==> src/rtl/ckd_pkg.sv <==
package ckd_pkg;

  typedef enum logic [1:0] {
    BW_ONE   = 2'b00,
    BW_FOUR  = 2'b01,
    BW_EIGHT = 2'b10
  } bus_w_e;

  // map a requested width code onto a legal one; the spare code folds to 1-bit
  function automatic bus_w_e norm_width(input logic [1:0] code);
    case (code)
      2'b01:   return BW_FOUR;
      2'b10:   return BW_EIGHT;
      default: return BW_ONE;
    endcase
  endfunction

endpackage

==> src/rtl/ckd_cfg_sel.sv <==
module ckd_cfg_sel #(
  parameter int DIV_W = 8
) (
  input  logic [DIV_W-1:0] div_val,
  input  logic             ddr_req,
  input  logic             off_req,
  output logic [DIV_W-1:0] req_half,
  output logic             req_byp
);

  localparam logic [DIV_W-1:0] HALF_MAX = {DIV_W{1'b1}};
  localparam logic [DIV_W-1:0] HALF_MIN = {{(DIV_W-1){1'b0}}, 1'b1};

  // half-period length in master cycles
  function automatic logic [DIV_W-1:0] half_len(input logic [DIV_W-1:0] d,
                                                input logic ddr,
                                                input logic off);
    if (off)             return HALF_MAX;
    else if (d == '0)    return HALF_MIN;
    else                 return d;
  endfunction

  function automatic logic wants_bypass(input logic [DIV_W-1:0] d,
                                        input logic ddr,
                                        input logic off);
    return (d == '0) && !ddr && !off;
  endfunction

  always_comb begin
    req_half = half_len(div_val, ddr_req, off_req);
    req_byp  = wants_bypass(div_val, ddr_req, off_req);
  end

endmodule

==> src/rtl/ckd_divcore.sv <==
module ckd_divcore #(
  parameter int DIV_W = 8
) (
  input  logic             clk,
  input  logic             rst_n,
  input  logic [DIV_W-1:0] req_half,
  input  logic             req_byp,
  input  logic             req_ddr,
  input  logic             stall,
  output logic             div_q,
  output logic             act_byp,
  output logic             act_ddr,
  output logic             load_evt,
  output logic             rise_evt,
  output logic             fall_evt,
  output logic             byp_nxt
);

  localparam logic [DIV_W-1:0] HALF_ONE = {{(DIV_W-1){1'b0}}, 1'b1};

  logic [DIV_W-1:0] act_half;
  logic [DIV_W-1:0] cnt;
  logic             at_end;

  assign at_end = (cnt == (act_half - HALF_ONE));

  // settings are adopted every cycle while bypassing, else at a falling transition
  always_comb begin
    load_evt = act_byp | (at_end & div_q);
    rise_evt = ~act_byp & at_end & ~div_q & ~stall;
    fall_evt = ~act_byp & at_end & div_q;
    byp_nxt  = load_evt ? req_byp : act_byp;
  end

  always_ff @(posedge clk or negedge rst_n) begin
    if (!rst_n) begin
      div_q    <= 1'b0;
      act_byp  <= 1'b1;
      act_ddr  <= 1'b0;
      act_half <= HALF_ONE;
      cnt      <= '0;
    end else if (load_evt) begin
      act_half <= req_half;
      act_byp  <= req_byp;
      act_ddr  <= req_ddr;
      cnt      <= '0;
      div_q    <= 1'b0;
    end else if (rise_evt) begin
      cnt      <= '0;
      div_q    <= 1'b1;
    end else if (!at_end) begin
      cnt      <= cnt + HALF_ONE;
    end
  end

endmodule

==> src/rtl/ckd_byp_gate.sv <==
module ckd_byp_gate (
  input  logic clk,
  input  logic rst_n,
  input  logic byp_nxt,
  input  logic stall,
  output logic gate_req,
  output logic gate_q
);

  // decision taken on the rising edge
  always_ff @(posedge clk or negedge rst_n) begin
    if (!rst_n) gate_req <= 1'b0;
    else        gate_req <= byp_nxt & ~stall;
  end

  // applied while the master clock is low, so the gated clock never chops
  always_ff @(negedge clk or negedge rst_n) begin
    if (!rst_n) gate_q <= 1'b0;
    else        gate_q <= gate_req;
  end

endmodule

==> src/rtl/ckd_bus_cfg.sv <==
module ckd_bus_cfg
  import ckd_pkg::*;
(
  input  logic       clk,
  input  logic       rst_n,
  input  logic [1:0] bus_width_req,
  input  logic       hs_req,
  input  logic       hwfc_req,
  output logic [1:0] bus_width,
  output logic       hs_bus,
  output logic       hwfc_en
);

  always_ff @(posedge clk or negedge rst_n) begin
    if (!rst_n) begin
      bus_width <= BW_ONE;
      hs_bus    <= 1'b0;
      hwfc_en   <= 1'b0;
    end else begin
      bus_width <= norm_width(bus_width_req);
      hs_bus    <= hs_req;
      hwfc_en   <= hwfc_req;
    end
  end

endmodule

==> src/rtl/card_clk_div.sv <==
module card_clk_div #(
  parameter int DIV_W = 8
) (
  input  logic             clk_mst,
  input  logic             rst_n,
  input  logic [DIV_W-1:0] div_val,
  input  logic             clk_off_req,
  input  logic             ddr_req,
  input  logic [1:0]       bus_width_req,
  input  logic             hs_req,
  input  logic             hwfc_req,
  input  logic             fifo_stall,
  output logic             card_clk,
  output logic             clk_en,
  output logic [1:0]       bus_width,
  output logic             ddr_act,
  output logic             hs_bus,
  output logic             hwfc_en
);

  logic [DIV_W-1:0] req_half;
  logic             req_byp;
  logic             div_q;
  logic             act_byp;
  logic             load_evt;
  logic             rise_evt;
  logic             fall_evt;
  logic             byp_nxt;
  logic             gate_req;
  logic             gate_q;
  logic             stall_evt;

  assign stall_evt = hwfc_en & fifo_stall;

  ckd_cfg_sel #(.DIV_W(DIV_W)) u_sel (
    .div_val  (div_val),
    .ddr_req  (ddr_req),
    .off_req  (clk_off_req),
    .req_half (req_half),
    .req_byp  (req_byp)
  );

  ckd_divcore #(.DIV_W(DIV_W)) u_core (
    .clk      (clk_mst),
    .rst_n    (rst_n),
    .req_half (req_half),
    .req_byp  (req_byp),
    .req_ddr  (ddr_req),
    .stall    (stall_evt),
    .div_q    (div_q),
    .act_byp  (act_byp),
    .act_ddr  (ddr_act),
    .load_evt (load_evt),
    .rise_evt (rise_evt),
    .fall_evt (fall_evt),
    .byp_nxt  (byp_nxt)
  );

  ckd_byp_gate u_gate (
    .clk      (clk_mst),
    .rst_n    (rst_n),
    .byp_nxt  (byp_nxt),
    .stall    (stall_evt),
    .gate_req (gate_req),
    .gate_q   (gate_q)
  );

  ckd_bus_cfg u_bus (
    .clk           (clk_mst),
    .rst_n         (rst_n),
    .bus_width_req (bus_width_req),
    .hs_req        (hs_req),
    .hwfc_req      (hwfc_req),
    .bus_width     (bus_width),
    .hs_bus        (hs_bus),
    .hwfc_en       (hwfc_en)
  );

  // launch strobe: rising edge, plus falling edge in DDR, every cycle when bypassing
  always_ff @(posedge clk_mst or negedge rst_n) begin
    if (!rst_n) clk_en <= 1'b0;
    else        clk_en <= rise_evt | (fall_evt & ddr_act) | gate_req;
  end

  assign card_clk = (clk_mst & gate_q) | div_q;

endmodule

==> config.mk <==
export PLATFORM = sky130hd
export DESIGN_NAME = card_clk_div
export DESIGN_NICKNAME = d
export VERILOG_FILES = /design/src/rtl/ckd_pkg.sv /design/src/rtl/ckd_cfg_sel.sv /design/src/rtl/ckd_divcore.sv /design/src/rtl/ckd_byp_gate.sv /design/src/rtl/ckd_bus_cfg.sv /design/src/rtl/card_clk_div.sv
export SDC_FILE = /design/constraint.sdc
export NUM_CORES = 1
export LEC_CHECK = 0
export BUFFER_PORTS_ARGS = -buffer_cell sky130_fd_sc_hd__buf_2
export CAP_MARGIN = 25
export CORE_MARGIN = 4
export CORE_UTILIZATION = 48
export CTS_CLUSTER_DIAMETER = 50
export DETAILED_ROUTE_END_ITERATION = 10
export HOLD_SLACK_MARGIN = 0.06
export PLACE_DENSITY = 0.69
export SYNTH_ARGS = -nofsm -noshare
export SYNTH_HDL_FRONTEND = slang
export SYNTH_HIERARCHICAL = 1
export SYNTH_SLANG_ARGS = --single-unit
==> constraint.sdc <==
create_clock -name clk_mst -period 5.4 [get_ports clk_mst]
set_input_delay 1.62 -clock clk_mst [delete_from_list [all_inputs] [get_ports clk_mst]]
set_output_delay 1.62 -clock clk_mst [all_outputs]
set_load 0.03 [all_outputs]
==> out/qor.log <==
qor: placed_design.placed_area 1730 sq um
qor: placed_design.routabilityCongestion 0.883
qor: critical_path.worstReg2RegStart u_gate/gate_req
qor: cells_and_area.antenna_cells 0
qor: sta.finClkSkew 6.29 ps
qor: critical_path.crit_end card_clk
qor: die.die_height 65.6 microns
qor: yosys.synth.cell_area 1590 sq um
qor: cts.worst_setup_hold_path_clk_slew 140 ps
qor: placed_design.place_hpwl 2600 microns
qor: sta.setup_violations_final 1
qor: placed_design.port_buffers 23
qor: cells_and_area.post_layout_net_count 199
qor: die.initial_core_util 51.3%
qor: route.detailedRoute.firstPassIterationCount 4
qor: die.top_level_ports 24
qor: critical_path.crit_fanout 1
qor: route.drt.antenna.violating_nets 0
qor: critical_path.critPathKind reg2out
qor: cts.clock_insertion_delay_at_the_later_pin_of_the_skew_report 430 ps
qor: sta.remaining_max_slew_budget_at_the_tightest_pin 45.8%
qor: job.maxCapViolCount 0
qor: global_routing.grt_pass1_wl 6340 microns
qor: critical_path.cpPeakStageDelay 420 ps
qor: route.final_routed_drc_violation_total 0
qor: sta.hold_ws 536 ps
qor: critical_path.critPathCaptureType output pin
qor: global_routing.globalRouteTotalUtil 19.3%
qor: global_routing.grt_start_max_net_pins 26
qor: cts.cts.repair_timing.setup_buffer_count 0
qor: yosys.yosys_warnings 6
qor: pwr.total_power 0.000610 W
qor: critical_path.r2r.worst_path.cells 0
qor: critical_path.sort_of_element_at_the_start_of_the_critical_path register
qor: min_path.min_delay_path_class reg2reg
qor: yosys.postSynthCellCount 154
qor: route.routedWlPerCell 16.1 microns
qor: critical_path.setup.worst_path.start u_gate/gate_q
qor: sta.rsz0062_at_grt true
qor: yosys.synth_fp_nets 173
qor: cts.cts_tree done
qor: critical_path.critical_path.reg2reg.endpoint u_gate/gate_q
qor: critical_path.worst_path_cell_trace a21o_1 -> buf_6
qor: die.placementRows 20
qor: critical_path.worst-endpoint-required 3780 ps
qor: global_routing.first_global_vias 1397
qor: run_status.failed_checks negative setup slack
qor: sta.worst_pin_slew 814 ps
qor: cells_and_area.drive_above_1_share 29.1%
qor: route.postRouteWirelength 3600 microns
qor: sta.aggregate_negative_setup_slack -42.1 ps
qor: route.post_drt_via_cell_ratio 6.16
qor: critical_path.setup_slack_reg_to_reg 2110 ps
qor: cells_and_area.syn_to_final_growth 13.0%
qor: pwr.power_density 340 nW/um^2
qor: global_routing.number_of_antenna_violations_at_the_first_check_in_global_routing 0
qor: sta.total_count_of_max_transition_violations_in_the_final_report 0
qor: die.dieWidth 65.6 microns
qor: sta.setup_ws -42.1 ps
qor: critical_path.critical_path.slowest_cell dfrtn_1
qor: yosys.postSynthAreaPerCell 10.3 sq um
qor: cts.cts_hold_buf 0
qor: die.die-area 4300 sq um
qor: run_status.outcome complete, but fails checks
qor: die.fp.coreArea 3100 sq um
qor: pwr.power.static_leakage 0.746 nW
qor: route.dr_total_vias 1373
qor: pwr.vdd_ir_drop_max 0.000177 V
qor: global_routing.grt-ovfl-total 0
qor: cells_and_area.final_design_area_no_fill 1800 sq um
qor: sta.report.final.hold_viol_count 0
qor: route.drt_iter0_markers 101
qor: critical_path.cp.arrival 3820 ps
where the power goes:
part	leakage (nW)	internal [W]	switching, W
registers	0.307	0.000228	0.0000564
logic	0.394	0.0000859	0.000104
clock network	0.0445	0.0000689	0.0000679
total	0.746	0.000383	0.000228
worst min-delay path by stage:
stage / end / from / depth (start not counted) / slack [ps]
5_1_grt: clk_en / u_gate/gate_req / 1 / 560
4_1_cts: clk_en / u_gate/gate_req / 1 / 550
3_3_place_gp: clk_en / u_gate/gate_req / 1 / 510
2_1_floorplan: clk_en / u_gate/gate_req / 1 / 430
3_5_place_dp: clk_en / u_gate/gate_req / 1 / 510
6_report: clk_en / u_gate/gate_req / 1 / 540
timing repair:
action	4_1_cts	5_1_grt
setup endpoints to repair	1	1
cloned	0	0
resized for setup	2	0
cells in the final DEF, fill, tap and decap left out, types with 4 or more instances in the layout:
master and n:
nor2_1 8, clkbuf_4 6, or4_1 5, or2_2 7, nand4_1 5, nand2_1 6
mux2_1 8, a21oi_1 4, xor2_1 6, o31ai_1 4, nand2b_1 4, dfrtp_1 23
xnor2_1 4, buf_2 22
routing by layer:
layer	vias up	track usage [%]	share of wire (%)
li1	640	-	-
met1	666	24.9	44
met2	60	29.7	47
met3	7	5.98	7.5
met4	0	8.55	1.2
met5	-	0	0
area by class of cell:
| type | instances | area, sq um |
|---|---|---|
| timing repair buffer | 24 | 125 |
| tap | 44 | 55.1 |
| sequential | 26 | 653 |
| clock buffer | 8 | 70.1 |
| multi-input combinational | 118 | 883 |
| inverter | 3 | 11.3 |
| fill | 296 | 1310 |
state kept, by name, indices dropped and copies added (netlist names):
signal	flops
u_core/act_byp	1
u_bus/bus_width	2
u_gate/gate_q	1
u_bus/hs_bus	1
u_bus/hwfc_en	1
u_core/div_q	1
u_core/act_ddr	1
clk_en	1
u_core/act_half	8
u_gate/gate_req	1
u_core/cnt	8
critical path: cells and delay by family, from the launching register on:
| kind | cells | cell delay, ps |
|---|---|---|
| flip-flops | 1 | 420 |
| buffers and inverters | 1 | 140 |
| AO/OA/AOI/OAI | 1 | 140 |
through the flow:
step	utilization [%]	worst slack, ps	cells
finish	57.9	-42.1	223
global route	57.9	-127	223
CTS	57.7	-73.6	222
detailed placement	55.6	416	215
global placement	55.6	438	215
floorplan	-	459	154
(Power assumes the default switching activity.)
